===== src/rtl/bm_pkg.sv =====
package bm_pkg;

   typedef enum logic [2:0] {
      BM_SET   = 3'd0,
      BM_CLR   = 3'd1,
      BM_INV   = 3'd2,
      BM_TST   = 3'd3,
      BM_CAND  = 3'd4,
      BM_CANDN = 3'd5,
      BM_COR   = 3'd6,
      BM_CORN  = 3'd7
   } bm_op_e;

   function automatic logic bm_edits(input bm_op_e op);
      return (op == BM_SET) || (op == BM_CLR) || (op == BM_INV);
   endfunction

   function automatic logic bm_carry(input bm_op_e op);
      return op[2];
   endfunction

   function automatic logic bm_inverse(input bm_op_e op);
      return (op == BM_CANDN) || (op == BM_CORN);
   endfunction

endpackage


===== src/rtl/bm_bitpos.sv =====
module bm_bitpos
   import bm_pkg::*;
#(
   parameter int IDX_W = 3,
   parameter int REG_W = 16
) (
   input  logic             valid_i,
   input  bm_op_e           op_i,
   input  logic [IDX_W-1:0] imm_i,
   input  logic [REG_W-1:0] gpr_i,
   input  logic             src_reg_i,
   output logic [IDX_W-1:0] idx_o,
   output logic             illegal_o
);

   if (REG_W < IDX_W) begin : g_bad_reg
      $error("bm_bitpos: REG_W must be at least IDX_W");
   end

   if (REG_W > IDX_W) begin : g_hi
      logic unused_hi;
      assign unused_hi = ^gpr_i[REG_W-1:IDX_W];
   end

   assign idx_o     = src_reg_i ? gpr_i[IDX_W-1:0] : imm_i;
   assign illegal_o = valid_i && src_reg_i && bm_inverse(op_i);

endmodule


===== src/rtl/bm_alter.sv =====
module bm_alter
   import bm_pkg::*;
#(
   parameter int DATA_W = 8,
   parameter int IDX_W  = 3,
   parameter int STYLE  = 0
) (
   input  logic              en_i,
   input  bm_op_e            op_i,
   input  logic [DATA_W-1:0] opnd_i,
   input  logic [IDX_W-1:0]  idx_i,
   output logic [DATA_W-1:0] res_o,
   output logic              bit_o
);

   if (STYLE != 0 && STYLE != 1) begin : g_bad_style
      $error("bm_alter: STYLE must be 0 or 1");
   end

   assign bit_o = opnd_i[idx_i];

   if (STYLE == 0) begin : g_perbit
      for (genvar gi = 0; gi < DATA_W; gi++) begin : g_bit
         logic hit;
         assign hit = en_i && (idx_i == IDX_W'(gi));
         always_comb begin
            res_o[gi] = opnd_i[gi];
            if (hit) begin
               case (op_i)
                  BM_SET:  res_o[gi] = 1'b1;
                  BM_CLR:  res_o[gi] = 1'b0;
                  BM_INV:  res_o[gi] = ~opnd_i[gi];
                  default: res_o[gi] = opnd_i[gi];
               endcase
            end
         end
      end
   end else begin : g_mask
      logic [DATA_W-1:0] mask;
      assign mask = en_i ? (DATA_W'(1) << idx_i) : '0;
      always_comb begin
         case (op_i)
            BM_SET:  res_o = opnd_i | mask;
            BM_CLR:  res_o = opnd_i & ~mask;
            BM_INV:  res_o = opnd_i ^ mask;
            default: res_o = opnd_i;
         endcase
      end
   end

endmodule


===== src/rtl/bm_flags.sv =====
module bm_flags
   import bm_pkg::*;
(
   input  logic   clk,
   input  logic   rst,
   input  logic   valid_i,
   input  bm_op_e op_i,
   input  logic   illegal_i,
   input  logic   bit_i,
   output logic   z_o,
   output logic   c_o
);

   logic z_q, c_q;
   logic go;

   assign go = valid_i && !illegal_i;

   always_ff @(posedge clk) begin
      if (rst) begin
         z_q <= 1'b0;
         c_q <= 1'b0;
      end else if (go) begin
         case (op_i)
            BM_TST:   z_q <= ~bit_i;
            BM_CAND:  c_q <= c_q & bit_i;
            BM_CANDN: c_q <= c_q & ~bit_i;
            BM_COR:   c_q <= c_q | bit_i;
            BM_CORN:  c_q <= c_q | ~bit_i;
            default: ;
         endcase
      end
   end

   assign z_o = z_q;
   assign c_o = c_q;


   z_hold_chk: assert property (@(posedge clk) disable iff (rst)
      !(valid_i && op_i == BM_TST) |=> $stable(z_q));


   c_hold_chk: assert property (@(posedge clk) disable iff (rst)
      !(valid_i && !illegal_i && bm_carry(op_i)) |=> $stable(c_q));


   z_test_chk: assert property (@(posedge clk) disable iff (rst)
      (valid_i && op_i == BM_TST) |=> (z_q == !$past(bit_i)));


   c_or_chk: assert property (@(posedge clk) disable iff (rst)
      (valid_i && op_i == BM_COR && bit_i) |=> c_q);


   c_andn_chk: assert property (@(posedge clk) disable iff (rst)
      (go && op_i == BM_CANDN && bit_i) |=> !c_q);

endmodule


===== src/rtl/bit_manip_unit.sv =====
module bit_manip_unit
   import bm_pkg::*;
#(
   parameter int DATA_W = 8,
   parameter int REG_W  = 16,
   parameter int STYLE  = 0
) (
   input  logic              clk,
   input  logic              rst,
   input  logic              valid_i,
   input  logic [2:0]        op_i,
   input  logic [DATA_W-1:0] opnd_i,
   input  logic [$clog2(DATA_W)-1:0] imm_i,
   input  logic [REG_W-1:0]  gpr_i,
   input  logic              src_reg_i,
   output logic [DATA_W-1:0] result_o,
   output logic              wb_en_o,
   output logic              illegal_o,
   output logic              z_o,
   output logic              c_o
);

   localparam int IDX_W = $clog2(DATA_W);

   if (DATA_W < 2 || (DATA_W & (DATA_W - 1)) != 0) begin : g_bad_width
      $error("bit_manip_unit: DATA_W must be a power of two of at least 2");
   end

   bm_op_e           op;
   logic [IDX_W-1:0] idx;
   logic             bit_val;
   logic             edit_en;

   assign op      = bm_op_e'(op_i);
   assign edit_en = valid_i && bm_edits(op);
   assign wb_en_o = edit_en;

   bm_bitpos #(.IDX_W(IDX_W), .REG_W(REG_W)) u_pos (
      .valid_i   (valid_i),
      .op_i      (op),
      .imm_i     (imm_i),
      .gpr_i     (gpr_i),
      .src_reg_i (src_reg_i),
      .idx_o     (idx),
      .illegal_o (illegal_o)
   );

   bm_alter #(.DATA_W(DATA_W), .IDX_W(IDX_W), .STYLE(STYLE)) u_alt (
      .en_i   (edit_en),
      .op_i   (op),
      .opnd_i (opnd_i),
      .idx_i  (idx),
      .res_o  (result_o),
      .bit_o  (bit_val)
   );

   bm_flags u_flg (
      .clk       (clk),
      .rst       (rst),
      .valid_i   (valid_i),
      .op_i      (op),
      .illegal_i (illegal_o),
      .bit_i     (bit_val),
      .z_o       (z_o),
      .c_o       (c_o)
   );


   ill_no_wb_chk: assert property (@(posedge clk) disable iff (rst)
      illegal_o |-> !wb_en_o);


   ill_flags_chk: assert property (@(posedge clk) disable iff (rst)
      illegal_o |=> ($stable(c_o) && $stable(z_o)));


   pass_through_chk: assert property (@(posedge clk) disable iff (rst)
      !wb_en_o |-> (result_o == opnd_i));


   single_bit_chk: assert property (@(posedge clk) disable iff (rst)
      wb_en_o |-> ($countones(result_o ^ opnd_i) <= 1));


   ill_only_inv_chk: assert property (@(posedge clk) disable iff (rst)
      illegal_o |-> (src_reg_i && op_i[2] && op_i[0]));

endmodule


===== config.mk =====
export PLATFORM = sky130hd
export DESIGN_NAME = bit_manip_unit
export DESIGN_NICKNAME = d
export VERILOG_FILES = /design/src/rtl/bm_pkg.sv /design/src/rtl/bm_bitpos.sv /design/src/rtl/bm_alter.sv /design/src/rtl/bm_flags.sv /design/src/rtl/bit_manip_unit.sv
export SDC_FILE = /design/constraint.sdc
export NUM_CORES = 1
export LEC_CHECK = 0
export ABC_AREA = 1
export BUFFER_PORTS_ARGS = -buffer_cell sky130_fd_sc_hd__buf_2
export CAP_MARGIN = 10
export CORE_MARGIN = 2
export CORE_UTILIZATION = 40
export DETAILED_ROUTE_END_ITERATION = 8
export PLACE_DENSITY = 0.83
export SYNTH_ARGS = -nofsm -noshare
export SYNTH_HDL_FRONTEND = slang
export SYNTH_SLANG_ARGS = --single-unit

===== constraint.sdc =====
create_clock -name clk -period 3.8 [get_ports clk]
set_clock_uncertainty 0.15 [all_clocks]
set_input_delay 0.57 -clock clk [delete_from_list [all_inputs] [get_ports clk]]
set_output_delay 0.57 -clock clk [all_outputs]
set_load 0.01 [all_outputs]

# After elaboration in Yosys (flattened, before gate mapping)
# Index checks and enable logic that the tools add are counted.
[word_totals] ff_bits=2 latch_bits=0 ram_bits=0 mem_bits_ro=0 inputBits=34 output_inout_bits=12 wordCells=71 mem_count=0
[op_classes] add_sub_neg=0 multipliers=0 div=0 n_lt_le_gt_ge=1 eq_ne=14 shift=0 n_mux=20 bitwise_logic=13 n_reduce_logical=21
[op_table] cell="3-bit equality test, second input constant" n=8
[op_table] cell="1-bit one-hot mux with 3 select lines" n=8
[op_table] cell="3-bit by 2-bit equality test with 1-bit output, second input constant" n=4
[op_table] cell="1-bit logical AND" n=12
[op_table] cell="1-bit two-way mux" n=9
[op_table] cell="1-bit inverter" n=9
[op_table] cell="3-bit by 1-bit equality test with 1-bit output, second input constant" n=2
[op_table] cell="3-bit logical NOT" n=2
[op_table] cell="3-bit by 4-bit < comparator with 1-bit output, second input constant" n=1
[op_table] cell="1-bit one-hot mux with 4 select lines" n=1
[op_table] cell="2-bit AND reduction" n=2
[op_table] cell="4-bit nonzero test" n=1
[op_table] cell="1-bit binary-select mux with 3-bit select" n=1
[op_table] cell="1-bit logical OR" n=3
[op_table] cell="3-bit two-way mux" n=1
[op_table] cell="1-bit bitwise AND" n=2
[op_table] cell="1-bit OR" n=2
[op_table] cell="1-bit logical NOT" n=1

# Longest topological paths before layout
[depth] word_depth=6 depth_mapped=13 depth_no_buf=13

# Hierarchy
# Synthesis repeated with hierarchy kept, for this count alone.
[unflattened] cells_unflattened=154 area_unflattened_um2=676.9
[by_module_without_submodules] module="bm_alter" n_inst=1 cells_per_inst=108 area_each_um2=460.4 seq_area_each_um2=0.0
[by_module_without_submodules] module="bm_flags" n_inst=1 cells_per_inst=28 area_each_um2=148.9 seq_area_each_um2=40.0
[by_module_without_submodules] module="bm_bitpos" n_inst=1 cells_per_inst=13 area_each_um2=48.8 seq_area_each_um2=0.0
[by_module_without_submodules] module="bit_manip_unit" n_inst=1 cells_per_inst=5 area_each_um2=18.8 seq_area_each_um2=0.0

# Worst setup path before layout
# Ideal clock, no wire load.
[synth_timing] path_type="input to output" startpoint="in op_i[2]" endpoint="out result_o[0]" arrival_time_ns=1.632 required_time_ns=3.080 path_slack_ns=1.448 stages=4 n_path_buf=1 path_cell_list="clkbuf_1 -> nor3_1 -> a21oi_1 -> a31oi_1"
[synth_between] elab_chain_len=6 word_cells_on_any_way=9 classes_between="eq/ne (2); mux (2); reduce/logical (5)"
[synth_rtl] item="from (decl)" line_no="bit_manip_unit.sv:11" source="input logic [2:0] op_i,"
[synth_rtl] item="3-bit by 1-bit equality test with 1-bit output or 3-bit logical NOT (tied branches)" line_no="bm_pkg.sv:15, bm_alter.sv:29"
[synth_rtl] item="1-bit logical OR (2 in series)" line_no="bm_pkg.sv:15" source="return (op == BM_SET) || (op == BM_CLR) || (op == BM_INV);"
[synth_rtl] item="1-bit logical AND" line_no="bit_manip_unit.sv:35" source="assign edit_en = valid_i && bm_edits(op);"
[synth_rtl] item="1-bit logical AND" line_no="bm_alter.sv:25" source="assign hit = en_i && (idx_i == IDX_W'(gi));"
[synth_rtl] item="1-bit two-way mux (*)" line_no="bm_alter.sv:28" source="if (hit) begin"
[synth_rtl] item="to (decl)" line_no="bit_manip_unit.sv:16" source="output logic [DATA_W-1:0] result_o,"
# Mark *: on every way between the ends. The rest lies on a longest branch, timed or not.

# Final worst setup path
[layout_timing] startpoint="in op_i[0]" endpoint="out result_o[3]"
# Same word-level chain as after synthesis.

==> out/results.tsv <==
metric	value	unit
rsz0062_at_grt	no	
root_buffer	clkbuf_4	
synth_commonest_cells	23 x inv_1, 20 x nand2_1, 18 x a21oi_1	
ant_nets	0	
rows	13	
path_cells	buf_2, nor3_1, a21oi_1, a31oi_1, buf_2	
synth_edf_count	0	
numClockSinks	2	
die_y	41.0	um
cp_max_fo	8	
netlist_instances	109	
synth-seq-area-share	7.32	%
hold_viol_final	0	
die_x	41.0	um
wl_per_cell	10.2	um
syn_area	547	sq um
preCtsSetupSlack	1.21	ns
post_cts.repair.setup_buffers	0	
synth_area_leaders	a21oi_1 16%, inv_1 16%, nand2_1 14%	
synth_top_area_share	16.5	%
grt_pass1_vias	610	
area_growth	36.2	%
yosys_warnings	0	
synth.avg_cell_area	5.02	sq um
ys_types	18	
dieArea	1680	sq um
cts_hold_buf	0	
htreeDepth	1	
relSlewSlack	44.6	%
routed_wl	1610	um
crit_family	simple AND/OR/NAND/NOR gates	
via_count	809	
tightest_slew	0.825	ns
cp_common_cell	buf_2	
numPortBuffers	32	
path_buf_inv	2	
worst_ep_arrival_time	1.89	ns
diodes	0	
drtIter0Drc	18	
start_util	42.6	%
post-dp-hpwl	1310	um
drv_cap	0	
hp-class	reg -> reg	
setup_violations	0	
synth_area_leader_cell	a21oi_1	
use_met2	34.4	%
syn_nets	143	
fin_ws	1.19	ns
synth_ff_type	dfxtp_1	
clk_path_buf_depth	2	
grt_usage	20.1	%
async_flop_share	0	%
p_leak	0.000459	uW
via_per_inst	5.12	
ir_worst_vdd	0.0000706	V
drc_errors	0	
path_class	in -> out	
power.density	201	nW/um^2
start_kind	input pin	
cts_made_buffers	3	
fillers	132	
status	completed	
cts.clk_slew.worst_paths	0.03	ns
nets	179	
synth.most_common_cell	inv_1	
grt_max_degree	9	
drv_slew	0	
clk_latency	0.22	ns
cp_slowest_cell	nor3_1	
min_period_over_period	68.6	%
grt_pass1_wl	2320	um
boundaryPins	46	
post_cts_resized	0	
max_freq	384	MHz
layout_min_cycle_time	2.61	ns
grt.busiest_layer	met2	
end_kind	primary output	
cts_tree	built	
ys_seq_elements	2	
coreArea	1280	sq um
drive_above_1_share	30.8	%
first_pass_iters	4	
cp_slowest_stage_delay	0.69	ns
grtUsageMet1	25.6	%
grt_overflow	0	
cp_data_required_time	3.08	ns
gp_congestion	0.910	
met3_usage	5.43	%
tns	0	ns
antenna_found_initial	0	
## tightest hold or removal path, delay by kind of cell, from the launching register on
kind           cells  cell delay, ns
AO/OA/AOI/OAI      2            0.20
flip-flops         1            0.30
## report_power, final
| group | leakage (uW) | switching [uW] | internal, uW |
|---|---|---|---|
| sequential | 0.0000164 | 0.731 | 22.3 |
| combinational | 0.000429 | 50.6 | 31.0 |
| clock | 0.0000138 | 10.5 | 34.7 |
| total | 0.000459 | 61.8 | 88.0 |
## placed cells by master (no fill, tap or decap)
master and count:
inv_1 23, dfxtp_1 2, nor2_4 1, a21oi_1 18, nor2_1 7, nand2_1 20
inv_2 2, buf_2 32, a21oi_2 1, nor4_1 1, a31oi_1 8, or2_1 1
clkbuf_4 3, nand3_2 1, nor3_1 2, o21ai_2 2, o21ai_0 2, nand3_1 15
nand2_2 2
## cell families after synthesis
group,share of synthesized area (%)
buffers and inverters,17.8
AND/OR/NAND/NOR,42.6
flip-flops,7.32
AO/OA/AOI/OAI,32.3
## cell type report
type                       instances  area (sq um)  share of cell area (%)
timing repair buffer              32           160                    21.5
sequential                         2          40.0                    5.38
inverter                          25          93.8                    12.6
clock buffer                       3          22.5                    3.03
multi-input combinational         81           409                    55.0
tap                               15          18.8                    2.52
## flip-flops by register name, summed over array words and instances, names as in the netlist
register and cells:
u_flg.z_o 1, u_flg.c_o 1
## per-stage QoR
step                total power, uW  hold slack [ns]  std cells  utilization [%]  area, sq um
floorplan                      75.3            0.405        109                -          547
global placement                101            0.374        155             56.2          722
detailed placement              104            0.370        155             56.2          722
CTS                             151            0.395        158             57.9          744
global route                    164            0.446        158             57.9          744
finish                          150            0.397        158             57.9          744
## worst paths after layout
path | slack, ns | end | startpoint | cells past startpoint
worst min register to register | 0.40 | u_flg.z_o$_SDFFE_PP0P_ | u_flg.z_o$_SDFFE_PP0P_ | 2
worst max register to register | 2.77 | u_flg.c_o$_SDFFE_PP0P_ | u_flg.c_o$_SDFFE_PP0P_ | 6
worst min-delay path | 0.40 | u_flg.z_o$_SDFFE_PP0P_ | u_flg.z_o$_SDFFE_PP0P_ | 2
worst max-delay path | 1.19 | result_o[3] | op_i[0] | 5
## routing by layer
metal,vias up,part of all wire (%)
li1,432,-
met1,349,47
met2,26,47
met3,2,5.2
met4,0,0.50
met5,-,0
Note: power is estimated with default switching activity, not from simulation.
